`src/rtl/icu_pkg.sv`:
```
package icu_pkg;
  localparam int ADDR_W = 16;
  localparam logic [7:0]  EV_KIND_HW = 8'h01;
  localparam logic [15:0] OFS_INFO = 16'h0000;
  localparam logic [15:0] OFS_MSET = 16'h0100;
  localparam logic [15:0] OFS_MCLR = 16'h0180;
  localparam logic [15:0] OFS_SSET = 16'h0200;
  localparam logic [15:0] OFS_SCLR = 16'h0280;
  localparam logic [15:0] OFS_TGT  = 16'h1000;

  function automatic logic [31:0] pack_event(input logic [15:0] num);
    return {8'h00, EV_KIND_HW, num};
  endfunction
endpackage

```
`src/rtl/icu_first_set.sv`:
```
module icu_first_set #(
  parameter int N = 64,
  localparam int IW = (N > 1) ? $clog2(N) : 1
) (
  input  logic [N-1:0]  vec,
  output logic          found,
  output logic [IW-1:0] idx
);
  assign found = |vec;

  always_comb begin
    idx = '0;
    for (int i = N - 1; i >= 0; i--) begin
      if (vec[i]) idx = IW'(i);
    end
  end
endmodule

```
`src/rtl/icu_regs.sv`:
```
module icu_regs
  import icu_pkg::*;
#(
  parameter int N_IRQ = 64,
  parameter int N_CPU = 2
) (
  input  logic                           clk,
  input  logic                           rst_n,
  input  logic                           bus_valid,
  input  logic                           bus_we,
  input  logic [ADDR_W-1:0]              bus_addr,
  input  logic [31:0]                    bus_wdata,
  input  logic [N_IRQ-1:0]               ack_vec,
  output logic [N_IRQ-1:0]               mask_q,
  output logic [N_IRQ-1:0]               sw_q,
  output logic [N_IRQ-1:0][N_CPU-1:0]    tgt_q,
  output logic                           bus_rvalid,
  output logic [31:0]                    bus_rdata
);
  localparam int NW     = (N_IRQ + 31) / 32;
  localparam int WSEL_W = (NW > 1) ? $clog2(NW) : 1;
  localparam int NWP    = 1 << WSEL_W;
  localparam int PADW   = NWP * 32;
  localparam int TSEL_W = (N_IRQ > 1) ? $clog2(N_IRQ) : 1;

  logic wr_en, rd_en;
  logic [8:0] blk;
  logic [4:0] bword;
  logic [9:0] tnum;
  logic [WSEL_W-1:0] wsel;
  logic [TSEL_W-1:0] tsel;
  logic word_ok, hit_info, hit_mset, hit_mclr, hit_sset, hit_sclr, hit_tgt;

  assign wr_en = bus_valid & bus_we;
  assign rd_en = bus_valid & ~bus_we;
  assign blk   = bus_addr[15:7];
  assign bword = bus_addr[6:2];
  assign tnum  = bus_addr[11:2];
  assign wsel  = bword[WSEL_W-1:0];
  assign tsel  = tnum[TSEL_W-1:0];

  assign word_ok  = (32'(bword) < NW);
  assign hit_info = (bus_addr[15:2] == OFS_INFO[15:2]);
  assign hit_mset = (blk == OFS_MSET[15:7]) && word_ok;
  assign hit_mclr = (blk == OFS_MCLR[15:7]) && word_ok;
  assign hit_sset = (blk == OFS_SSET[15:7]) && word_ok;
  assign hit_sclr = (blk == OFS_SCLR[15:7]) && word_ok;
  assign hit_tgt  = (bus_addr[15:12] == OFS_TGT[15:12]) && (32'(tnum) < N_IRQ);

  logic [PADW-1:0] mset_p, mclr_p, sset_p, sclr_p;
  for (genvar w = 0; w < NWP; w++) begin : g_word
    logic sel_w;
    assign sel_w = wr_en && (wsel == WSEL_W'(w));
    assign mset_p[w*32 +: 32] = (sel_w && hit_mset) ? bus_wdata : 32'h0;
    assign mclr_p[w*32 +: 32] = (sel_w && hit_mclr) ? bus_wdata : 32'h0;
    assign sset_p[w*32 +: 32] = (sel_w && hit_sset) ? bus_wdata : 32'h0;
    assign sclr_p[w*32 +: 32] = (sel_w && hit_sclr) ? bus_wdata : 32'h0;
  end

  logic [N_IRQ-1:0] mset, mclr, sset, sclr;
  assign mset = mset_p[N_IRQ-1:0];
  assign mclr = mclr_p[N_IRQ-1:0];
  assign sset = sset_p[N_IRQ-1:0];
  assign sclr = sclr_p[N_IRQ-1:0];

  // acknowledge is applied last so it wins over a same-edge clear
  always_ff @(posedge clk or negedge rst_n) begin
    if (!rst_n) begin
      mask_q <= '1;
      sw_q   <= '0;
    end else begin
      mask_q <= ((mask_q | mset) & ~mclr) | ack_vec;
      sw_q   <= (sw_q | sset) & ~sclr;
    end
  end

  for (genvar n = 0; n < N_IRQ; n++) begin : g_tgt
    always_ff @(posedge clk or negedge rst_n) begin
      if (!rst_n)
        tgt_q[n] <= N_CPU'(1);
      else if (wr_en && hit_tgt && (tsel == TSEL_W'(n)))
        tgt_q[n] <= bus_wdata[N_CPU-1:0];
    end
  end

  logic [PADW-1:0] mask_p, sw_p;
  logic [31:0] rmux;
  assign mask_p = PADW'(mask_q);
  assign sw_p   = PADW'(sw_q);

  always_comb begin
    rmux = 32'h0;
    if (hit_info)
      rmux = 32'(N_IRQ);
    else if (hit_mset || hit_mclr)
      rmux = mask_p[wsel*32 +: 32];
    else if (hit_sset || hit_sclr)
      rmux = sw_p[wsel*32 +: 32];
    else if (hit_tgt)
      rmux = 32'(tgt_q[tsel]);
  end

  always_ff @(posedge clk or negedge rst_n) begin
    if (!rst_n) begin
      bus_rvalid <= 1'b0;
      bus_rdata  <= 32'h0;
    end else begin
      bus_rvalid <= rd_en;
      if (rd_en) bus_rdata <= rmux;
    end
  end
endmodule

```
`src/rtl/icu_route_arb.sv`:
```
module icu_route_arb
  import icu_pkg::*;
#(
  parameter int N_IRQ = 64,
  parameter int N_CPU = 2
) (
  input  logic                         clk,
  input  logic                         rst_n,
  input  logic [N_IRQ-1:0]             avail,
  input  logic [N_IRQ-1:0][N_CPU-1:0]  tgt,
  input  logic [N_CPU-1:0]             ev_valid,
  output logic [N_IRQ-1:0]             ack_vec,
  output logic [N_CPU-1:0]             ev_rvalid,
  output logic [N_CPU*32-1:0]          ev_rdata
);
  localparam int IW = (N_IRQ > 1) ? $clog2(N_IRQ) : 1;

  logic [N_CPU:0][N_IRQ-1:0]   pool;
  logic [N_CPU-1:0][N_IRQ-1:0] col, cand, pick;
  logic [N_CPU-1:0]            hit;
  logic [N_CPU-1:0][IW-1:0]    idx;
  logic [N_CPU-1:0][31:0]      data_q;

  assign pool[0] = avail;

  // CPU c chooses from what lower CPUs left behind
  for (genvar c = 0; c < N_CPU; c++) begin : g_cpu
    for (genvar n = 0; n < N_IRQ; n++) begin : g_col
      assign col[c][n] = tgt[n][c];
    end
    assign cand[c] = pool[c] & col[c];
    icu_first_set #(.N(N_IRQ)) u_first (
      .vec  (cand[c]),
      .found(hit[c]),
      .idx  (idx[c])
    );
    assign pick[c]   = (ev_valid[c] && hit[c]) ? (N_IRQ'(1) << idx[c]) : '0;
    assign pool[c+1] = pool[c] & ~pick[c];
  end

  assign ack_vec  = pool[0] & ~pool[N_CPU];
  assign ev_rdata = data_q;

  always_ff @(posedge clk or negedge rst_n) begin
    if (!rst_n) begin
      ev_rvalid <= '0;
      data_q    <= '0;
    end else begin
      ev_rvalid <= ev_valid;
      for (int c = 0; c < N_CPU; c++) begin
        if (ev_valid[c])
          data_q[c] <= hit[c] ? pack_event(16'(idx[c])) : 32'h0;
      end
    end
  end
endmodule

```
`src/rtl/lvl_irq_ctrl.sv`:
```
module lvl_irq_ctrl
  import icu_pkg::*;
#(
  parameter int N_IRQ = 64,
  parameter int N_CPU = 2
) (
  input  logic                  clk,
  input  logic                  rst_n,
  input  logic [N_IRQ-1:0]      irq_lvl,
  input  logic                  bus_valid,
  output logic                  bus_ready,
  input  logic                  bus_we,
  input  logic [15:0]           bus_addr,
  input  logic [31:0]           bus_wdata,
  output logic                  bus_rvalid,
  output logic [31:0]           bus_rdata,
  input  logic [N_CPU-1:0]      ev_valid,
  output logic [N_CPU-1:0]      ev_ready,
  output logic [N_CPU-1:0]      ev_rvalid,
  output logic [N_CPU*32-1:0]   ev_rdata
);
  logic [N_IRQ-1:0]            mask_q, sw_q, ack_vec, avail;
  logic [N_IRQ-1:0][N_CPU-1:0] tgt_q;

  assign bus_ready = 1'b1;
  assign ev_ready  = '1;
  assign avail     = (irq_lvl | sw_q) & ~mask_q;

  icu_regs #(.N_IRQ(N_IRQ), .N_CPU(N_CPU)) u_regs (
    .clk       (clk),
    .rst_n     (rst_n),
    .bus_valid (bus_valid),
    .bus_we    (bus_we),
    .bus_addr  (bus_addr),
    .bus_wdata (bus_wdata),
    .ack_vec   (ack_vec),
    .mask_q    (mask_q),
    .sw_q      (sw_q),
    .tgt_q     (tgt_q),
    .bus_rvalid(bus_rvalid),
    .bus_rdata (bus_rdata)
  );

  icu_route_arb #(.N_IRQ(N_IRQ), .N_CPU(N_CPU)) u_arb (
    .clk      (clk),
    .rst_n    (rst_n),
    .avail    (avail),
    .tgt      (tgt_q),
    .ev_valid (ev_valid),
    .ack_vec  (ack_vec),
    .ev_rvalid(ev_rvalid),
    .ev_rdata (ev_rdata)
  );
endmodule

```
`config.mk`:
```
export PLATFORM = sky130hd
export DESIGN_NAME = lvl_irq_ctrl
export DESIGN_NICKNAME = d
export VERILOG_FILES = /design/src/rtl/icu_pkg.sv /design/src/rtl/icu_first_set.sv /design/src/rtl/icu_regs.sv /design/src/rtl/icu_route_arb.sv /design/src/rtl/lvl_irq_ctrl.sv
export SDC_FILE = /design/constraint.sdc
export NUM_CORES = 1
export LEC_CHECK = 0
export ABC_AREA = 1
export BUFFER_PORTS_ARGS = -buffer_cell sky130_fd_sc_hd__buf_2
export CAP_MARGIN = 40
export CORE_AREA = 2 2 195 197
export DETAILED_ROUTE_END_ITERATION = 7
export DIE_AREA = 0 0 197 199
export GPL_TIMING_DRIVEN = 0
export PLACE_DENSITY = 0.77
export SLEW_MARGIN = 20
export SYNTH_ARGS = -nofsm -noshare
export SYNTH_HDL_FRONTEND = slang
export SYNTH_SLANG_ARGS = --single-unit
```
`constraint.sdc`:
```
create_clock -name clk -period 7.4 [get_ports clk]
set_input_delay 1.48 -clock clk [delete_from_list [all_inputs] [get_ports clk]]
set_output_delay 1.48 -clock clk [all_outputs]
set_load 0.03 [all_outputs]
```
* Word-level counts from Yosys, hierarchy flattened *
Cells that the tools add are included.

cells by class
  $lt $le $gt $ge = 3
  equal/unequal tests = 68
  shift-type cells = 4
  muxes and demuxes = 146
  bitwise logic cells = 22
  reduce and logical (&&, ||, !) cells = 88

operator list
  cell                  count
  $mux 6                128
  $and 64x64->64        8
  $not 64->64           6
  $mux 32               11
  $or 64x64->64         4
  $eq 6x6->1 const B    32
  $mux 64               2
  $reduce_or 64->1      2
  $shiftx 64x7->32      2
  $shl 1x6->64 const A  2
  $eq 6x5->1 const B    16
  $logic_and 1x1->1     82
  $eq 6x4->1 const B    8
  $mux 17               2
  $eq 6x3->1 const B    4
  $eq 9x2->1 const B    2
  $eq 9x3->1 const B    2
  $logic_not 14->1      1
  $bmux 2 s6            1
  $eq 6x2->1 const B    2
  $lt 10x7->1 const B   1
  $lt 6x7->1 const B    1
  $eq 6x1->1 const B    1
  $logic_not 6->1       1
  other kinds (6)       10

word-level totals
  flip-flop bits (word level) = 355
  output and inout bits = 102

* Logic depth before layout (Yosys ltp) *
Gate-level depths: netlist of run 1.

  depth after elaboration = 143
  mapped depth = 137
  gate-level depth less buffers = 137

* Hierarchy *
From an unflattened synthesis of run 1, not the netlist that was laid out.

unflattened totals
  cell total of the unflattened synthesis = 3204
  area total of the unflattened synthesis = 20872.5 sq um

by module, submodules not included
  module         times used  cells each  area an instance (sq um)  sequential area each (sq um)
  icu_regs       1           1885        14543.9                   7392.1
  icu_route_arb  1           717         3772.4                    400.4
  icu_first_set  2           235         1024.7                    0.0
  lvl_irq_ctrl   1           132         506.7                     0.0

* Least setup slack after synthesis of run 1 *
Ideal clock, no wire load.

  kind = input-to-reg
  start = in irq_lvl[61]
  end = reg u_regs.mask_q[61]
  setup time = 0.065 ns
  data arrival time = 7.972 ns
  slack = -0.637 ns
  cell stages on the path = 133
  buffers on the path = 0
  path through = nor2_1 nor2_1 nand2_1 nand2_1 nand2_1 nand2_1 nand2_1 nand2_1 nand2_1 nand2_1 nand2_1 nand2_1 nand2_1 nand2_1 nand2_1 nand2_1 nand2_1 nand2_1 (+97 left out) nand2_1 nand2_1 nand2_1 nand2_1 nand2_1 nand2_1 nand2_1 nand2_1 nand2_1 nand2_1 nand2_1 nand2_1 nand2_1 nand2_2 nand4_1 nor2_2 nand3_1 nand3_1

between the ends
  cells in the longest elaborated chain, start to end = 141

RTL lines
  element                line                 RTL
  from (decl)            lvl_irq_ctrl.sv:9    input logic [N_IRQ-1:0] irq_lvl,
  $or 64x64->64 *        lvl_irq_ctrl.sv:27   assign avail = (irq_lvl | sw_q) & ~mask_q;
  $and 64x64->64 *       lvl_irq_ctrl.sv:27
  $and 64x64->64         icu_route_arb.sv:31  assign cand[c] = pool[c] & col[c];
  $mux 6 (62 in series)  icu_first_set.sv:14  if (vec[i]) idx = IW'(i);
  $shl 1x6->64           icu_route_arb.sv:37  assign pick[c] = (ev_valid[c] && hit[c]) ? (N_IRQ'(1) << idx[c]) : '0;
  $mux 64                icu_route_arb.sv:37
  $not 64->64            icu_route_arb.sv:38  assign pool[c+1] = pool[c] & ~pick[c];
  $and 64x64->64         icu_route_arb.sv:38
  $and 64x64->64         icu_route_arb.sv:31
  $mux 6 (64 in series)  icu_first_set.sv:14
  $shl 1x6->64           icu_route_arb.sv:37
  $mux 64                icu_route_arb.sv:37
  $not 64->64            icu_route_arb.sv:38
  $and 64x64->64         icu_route_arb.sv:38
  $not 64->64            icu_route_arb.sv:41  assign ack_vec = pool[0] & ~pool[N_CPU];
  $and 64x64->64 *       icu_route_arb.sv:41
  $or 64x64->64 *        icu_regs.sv:72       mask_q <= ((mask_q | mset) & ~mclr) | ack_vec;
  to (signal assigned)   icu_regs.sv:72
  to (decl)              icu_regs.sv:14       output logic [N_IRQ-1:0] mask_q,

Mark *: on every way between the ends. The rest lies on a longest branch, timed or not.
A chain may end at the register's enable or synchronous reset.

* Worst setup path in the final report of run 1 *
  start = in irq_lvl[63]
  end = reg u_regs.mask_q[29]

between the ends
  cells in the longest elaborated chain, start to end = 143

RTL lines
  element                line
  $or 64x64->64 *        lvl_irq_ctrl.sv:27
  $and 64x64->64 *       lvl_irq_ctrl.sv:27
  $and 64x64->64         icu_route_arb.sv:31
  $mux 6 (64 in series)  icu_first_set.sv:14
  $shl 1x6->64           icu_route_arb.sv:37
  $mux 64                icu_route_arb.sv:37
  $not 64->64            icu_route_arb.sv:38
  $and 64x64->64 *       icu_route_arb.sv:38
  $and 64x64->64         icu_route_arb.sv:31
  $mux 6 (64 in series)  icu_first_set.sv:14
  $shl 1x6->64           icu_route_arb.sv:37
  $mux 64                icu_route_arb.sv:37
  $not 64->64            icu_route_arb.sv:38
  $and 64x64->64 *       icu_route_arb.sv:38
  $not 64->64 *          icu_route_arb.sv:41
  $and 64x64->64 *       icu_route_arb.sv:41
  $or 64x64->64 *        icu_regs.sv:72

Marked as above.

==> impl_results.md, run 1 <==
* Final-report hold violation count at 0
* RSZ-0062 raised after global routing: yes
* Initial antenna violation count at 2
* Crit path top cell by count: nand2_1
* Synth Area per Inst at between 7 and 8 um2
* Area fraction in compound gates after synthesis at 0.160
* Clock share of power at 0.472
* Post-synthesis xor/xnor area fraction at 0
* WS Path Type: input pin to flop
* Switch Pwr at 0.995 mW
* Min cycle time layout at around 10 ns
* Max cap viols at 0
* Vias in the first global route at around 19000
* Mapped Cells at ~2600
* Status: finished, violations left
* R2r startpoint: u_regs.tgt_q[126]
* Post-synth cell types at 37
* TritonCTS clock tree: built
* Post-synth top area share at 0.242
* Drt pass-1 iters at 7
* Setup slack, reg-to-reg at -1.98 ns
* Mapped Area at 0.0183 mm2
* Net Sw Frac at 0.262
* Core ar. at about 0.037 mm2
* Row count at 71
* Number of synthesized flops with an enable pin at 0
* Hold Crit Class: flop to flop
* Post-synth top cells: nand2_1 (630), nor2_1 (353), nand3_1 (299), o21ai_0 (298), inv_1 (214)
* Die footprint at around 0.039 mm2
* Worst-path clk slew at 0.06 ns
* Ys async rst share at 1.00
* Hold buffers post-CTS at 0
* Starting density of the core at 0.492
* Pin count of the biggest net entering global routing at between 80 and 90
* Final Wtd Congestion at about 1.0
* Pwr/cell area at 166 mW/mm2
* I/O Buffers at between 150 and 200
* Drt wl/cell at around 25 um
* Startpoint types: input pin
* Power Internal at approximately 2.8 mW
* Cell taking the most area after synthesis: dfrtp_1
* Area grow syn2layout at 25.1%
* H-tree levels at 2
* CTS Buf Count at 36
* Register bit count reported by yosys at a little over 300
* Largest family of logic cells by synthesized area: simple AND/OR/NAND/NOR gates
* Worst EP arrival at between 10 and 15 ns
* Main synth FF type: dfrtp_1
* Slowest CP cell: nor2_4
* Post-route ant nets at 0
* Worst-Margin Slew at 1.08 ns
* Initial drt markers at roughly 2800
* Layout net count at between 3000 and 4000
* Io pins at between 200 and 250
* Die height at just under 200 um
* Final wirelength at 83800 um
* Top area cells in the synthesized netlist: dfrtp_1 (24%), dfstp_2 (18%), nand2_1 (13%)
* Die width at between 150 and 200 um
* Fmax achieved at approximately 100 MHz
* Clk sinks at 305
* Post-Route Utilization at 0.615
* Final Skew at between 0.02 and 0.03 ns
* CP required at slightly below 8 ns
* Leak at 11.3 nW
* Worst-path maximum fanout at 4
* Endpoints failing setup at 67
* DP HPWL at ~66000 um
* Synth warn at 0
* Vias at approximately 20000
* Worst R2R End: u_regs.mask_q[28]
* Gr usage total at 0.418
* CP endpoint: u_regs.mask_q[29]
* Worst setup EP type: flop
* CP peak stage delay at approximately 0.35 ns
* Vias/cell at roughly 6
* Clock latency at the later pin of the worst-skew pair at between 0.5 and 0.6 ns
* Sequential power share at 0.442
* CTS root buffer: clkbuf_16
* DP Area at 0.0200 mm2
* Share of cells above drive strength 1 at 0.241
* Reg2Reg Depth at between 100 and 150
* Clock Path Buffers at 3
* Synth Area in Adders at 0
* Setup WS pre-CTS at -3.37 ns
* Setup ws final at -2.48 ns
* Seq/Total Area, Yosys at 0.426
* Failing checks: negative setup slack
* Synth Area in Simple Gates at 0.305
* Logic pwr share at 0.086
* Peak VDD IR at roughly 0.19 mV
* Pins Over Slew Limit at 0
* Count leader, synth: nand2_1
* Post-route design area at around 0.023 mm2
* First-pass GRT wire length at about 120000 um
* Slew headroom at 0.278
* Fill cell count at approximately 3400
* Final Cycle Share at 1.33
* Multiplexer share of the synthesized area at 0.0164
* Grt ovf at 0
* DRC Markers at 0
* Crit path launch: irq_lvl[63]
cells by family (layout without fill, tap and decap cells):
logic type	count (synthesis)	count (layout)
AOI/OAI and AO/OA	509	509
buffers and inverters	388	679
DFF	305	305
muxes	30	30
other	2	54
and+or+nand+nor	1343	1343
critical path: cells and delay by family:
family | cells | cell delay [ns]
buffers and inverters | 1 | 0.10
and+or+nand+nor | 133 | 8.74
repair_timing:
item | CTS | global route
gates cloned | 0 | 1
resized for setup | 84 | 196
hold endpoints to repair | 0 | 0
endpoints found under the setup margin | 69 | 71
buffers inserted | 21 | 40
pin swaps | 22 | 64
through the flow:
stage | power (mW) | instances | TNS (ns) | hold slack [ns]
finish | 3.80 | 3394 | -154.04 | 0.472
global route | 3.87 | 3393 | -224.98 | 0.497
CTS | 3.78 | 3353 | -142.07 | 0.477
detailed placement | 2.01 | 3269 | -212.77 | 0.461
global placement | 2.01 | 3264 | -335.00 | 0.460
floorplan | 1.86 | 2628 | -37.25 | 0.453
power by group through the flow:
stage          Sequential [mW]  Clock (mW)  Combinational (mW)
2_1_floorplan             1.71           0               0.151
3_3_place_gp              1.71           0               0.298
3_5_place_dp              1.71           0               0.307
4_1_cts                   1.68        1.79               0.310
5_1_grt                   1.68        1.85               0.343
6_report                  1.68        1.80               0.327
layout make-up:
type                    instances  area, um2  area share
clock inverters                 8       96.3     0.00422
flip-flops and latches        305       7790       0.341
plain buffers                 170        867      0.0379
clock buffers                  55       1050      0.0461
inverters                     218        821      0.0359
diodes                          1       2.50    0.000109
repair buffers                228       1520      0.0665
well taps                     474        593      0.0259
multi-input cells            1935      10100       0.442
layout by cell type, fill, tap and decap left out, types with 36 or more instances in the layout:
cell type  netlist  layout
dfstp_2        128     128
dfrtp_1        177     177
a31oi_1         36      36
o21ai_0        298     290
clkbuf_1       101     113
nand3_1        299     203
nand2_1        630     586
nand3_2          4      91
buf_2           12     170
inv_1          214     211
o22ai_1         92      92
clkbuf_16        0      38
nand2_2          6      40
buf_4           53      93
nor2_1         353     312
conb_1           2      53
worst min path at each step:
| stage | start | endpoint | slack [ns] | cells past startpoint |
|---|---|---|---|---|
| 6_report | u_regs.bus_rdata[18] | u_regs.bus_rdata[18] | 0.47 | 2 |
| 5_1_grt | u_arb.ev_rdata[36] | u_arb.ev_rdata[36] | 0.50 | 2 |
| 4_1_cts | u_regs.bus_rdata[18] | u_regs.bus_rdata[18] | 0.48 | 2 |
| 3_5_place_dp | u_regs.bus_rdata[18] | u_regs.bus_rdata[18] | 0.46 | 2 |
| 3_3_place_gp | u_regs.bus_rdata[22] | u_regs.bus_rdata[22] | 0.46 | 2 |
| 2_1_floorplan | u_regs.tgt_q[125] | u_regs.tgt_q[125] | 0.45 | 2 |
per-layer routing:
metal  vias to the layer above  track usage  part of all wire
li1                       9155            -                 -
met1                      9655        0.549              0.39
met2                      1405        0.637              0.43
met3                       249       0.0917              0.12
met4                         0        0.244             0.066
met5                         -            0                 0
flip-flops by register name (all words and copies together), names as in the netlist:
signal,flops
u_arb.ev_rdata,14
u_regs.tgt_q,128
u_regs.mask_q,64
u_arb.ev_rvalid,2
u_regs.bus_rdata,32
u_regs.sw_q,64
u_regs.bus_rvalid,1
Power figures use the tool's default switching activity.
==> run 2: changes to the inputs <==
--- a/config.mk
+++ b/config.mk
@@ -12,7 +12,7 @@
 export DETAILED_ROUTE_END_ITERATION = 7
 export DIE_AREA = 0 0 197 199
 export GPL_TIMING_DRIVEN = 0
-export PLACE_DENSITY = 0.77
+export PLACE_DENSITY = 0.74
 export SLEW_MARGIN = 20
 export SYNTH_ARGS = -nofsm -noshare
 export SYNTH_HDL_FRONTEND = slang
==> constraint.sdc (replaced) <==
create_clock -name clk -period 12.73 [get_ports clk]
set_input_delay 2.546 -clock clk [delete_from_list [all_inputs] [get_ports clk]]
set_output_delay 2.546 -clock clk [all_outputs]
set_load 0.03 [all_outputs]
==> run 2 against run 1 <==
The run now ends clean; routed wire length decreased by 2.9%; clock skew decreased by 0.0099 ns; total power decreased by 43%; first-iteration DRC count decreased by 3.1%; register-to-register slack improved by 4.8 ns; non-clock buffer count decreased by 56; count of clock-buffer cells in the layout decreased by 2; combinational power decreased by 45%; core utilization decreased by 4.6 points; cell area decreased by 7.4%; worst setup slack improved by 3.6 ns; sequential power decreased by 42%; largest power group unchanged.
==> impl_results.md, run 2 (synthesis results as in run 1) <==
* Status: complete, no violations
* Io pins at 220
* Worst-Margin Slew at between 0.9 and 1 ns
* Final Skew at 0.0159 ns
* Die footprint at around 0.04 mm2
* Biggest register: u_regs.tgt_q
* Ant diodes at 0
* Endpoints failing setup at 0
* Final Cycle Share at 0.911
* WS Path Type: input pin to flop
* Pin count of the biggest net entering global routing at roughly 100
* Share of cells above drive strength 1 at 0.157
* Fmax achieved at between 80 and 90 MHz
* Slew headroom at 0.368
* Crit path top cell by count: nand2_1
* Clock Path Buffers at 3
* CP peak stage delay at 0.36 ns
* Leak at approximately 11 nW
* Starting density of the core at 0.492
* Initial drt markers at around 2700
* Slowest CP cell: nor2_2
* CP required at 13.23 ns
* Initial antenna violation count at 0
* Commonest non-fill, non-tap cell in the layout: nand2_1
* Area grow syn2layout at 15.8%
* Placed instance count at ~3300
* Worst setup EP type: flop
* Final Wtd Congestion at between 1 and 1.5
* Clk sinks at between 300 and 400
* Largest register FFs at around 130
* Layout net count at just under 3000
* Max cap viols at 0
* Grt ovf at 0
* Row count at between 70 and 80
* Startpoint types: input pin
* Core ar. at around 0.037 mm2
* Min cycle time layout at 11.60 ns
* H-tree levels at 2
* Clock latency at the later pin of the worst-skew pair at about 0.56 ns
* Die height at 199 um
* Worst-path maximum fanout at 5
* Peak VDD IR at around 0.12 mV
* Gr usage total at 0.415
* CTS Buf Count at 36
* Final wirelength at between 80000 and 90000 um
* Pins Over Slew Limit at 0
* Hold buffers post-CTS at 0
* DRC Markers at 0
* Hold Crit Class: flop to flop
* Post-route ant nets at 0
* DP HPWL at between 60000 and 70000 um
* CTS root buffer: clkbuf_16
* Largest regs: u_regs.tgt_q: 128 flops, u_regs.mask_q: 64 flops, u_regs.sw_q: 64 flops
* TritonCTS clock tree: built
* Vias at around 20000
* Worst-path clk slew at approximately 0.060 ns
* Post-route insts no fill at between 3000 and 4000
* Vias in the first global route at 18316
* Commonest cells after routing, fill and taps aside: nand2_1 (630), nor2_1 (352), nand3_1 (299), o21ai_0 (298), inv_1 (214)
* Post-cts sizing count at 0
* Worst EP arrival at about 12 ns
* RSZ-0062 raised after global routing: no
* I/O Buffers at around 160
* Drt pass-1 iters at 6
* Final-report hold violation count at 0
* Drt wl/cell at 24.4 um
* Die width at around 200 um
* TNS Setup at 0 ns
* First-pass GRT wire length at between 100000 and 150000 um
* Vias/cell at approximately 6.0
* Pwr/cell area at roughly 100 mW/mm2
* Postcts setup bufs at 0
run 2: power by group:
group	switching [mW]	internal, mW	leakage (nW)
Clock	0.434	0.588	0.568
Combinational	0.137	0.0440	6.40
Sequential	0.00187	0.975	3.79
Total	0.573	1.61	10.8
run 2: critical path, delay by kind of cell:
family / cells / cell delay, ns
buffers and inverters: 1 / 0.08
and+or+nand+nor: 132 / 9.44
run 2: final cells by class:
class                           instances  area (um2)
Clock buffer                           53        1040
Sequential cell                       305        7790
Tap cell                              474         593
Buffer                                170         852
Multi-Input combinational cell       1935        9000
Fill cell                            3620       16000
Timing Repair Buffer                  172         962
Inverter                              218         818
Clock inverter                         13         101
run 2: through the flow:
step                      instance area [um2]  total power, mW  utilization  setup WS [ns]  hold slack [ns]
final                                   21200             2.18        0.570           1.13            0.472
after global routing                    21200             2.23        0.570         0.0333            0.492
after CTS                               21100             2.18        0.569           1.22            0.478
after detailed placement                20000             1.17        0.538          0.680            0.462
after global placement                  19900             1.16        0.535          0.668            0.459
after floorplan                         18500             1.08            -           3.63            0.453
run 2: worst paths after layout:
path	start	to	slack (ns)	cells after the start
worst max-delay path	irq_lvl[60]	u_regs.mask_q[25]	1.13	133
worst min-delay path	u_regs.bus_rdata[15]	u_regs.bus_rdata[15]	0.47	2
worst max register to register	u_regs.sw_q[60]	u_regs.mask_q[25]	2.79	132
worst min register to register	u_regs.bus_rdata[15]	u_regs.bus_rdata[15]	0.47	2
max in group asynchronous	rst_n	u_regs.mask_q[40]	9.61	3
min in group asynchronous	rst_n	u_regs.tgt_q[53]	1.90	1
run 2: layer usage:
| layer | global-route usage | wire [um] | up-vias |
|---|---|---|---|
| met5 | 0 | 0 | - |
| met1 | 0.557 | 32700 | 9583 |
| met2 | 0.629 | 34900 | 1253 |
| li1 | - | - | 9039 |
| met3 | 0.0958 | 9170 | 208 |
| met4 | 0.210 | 4520 | 0 |
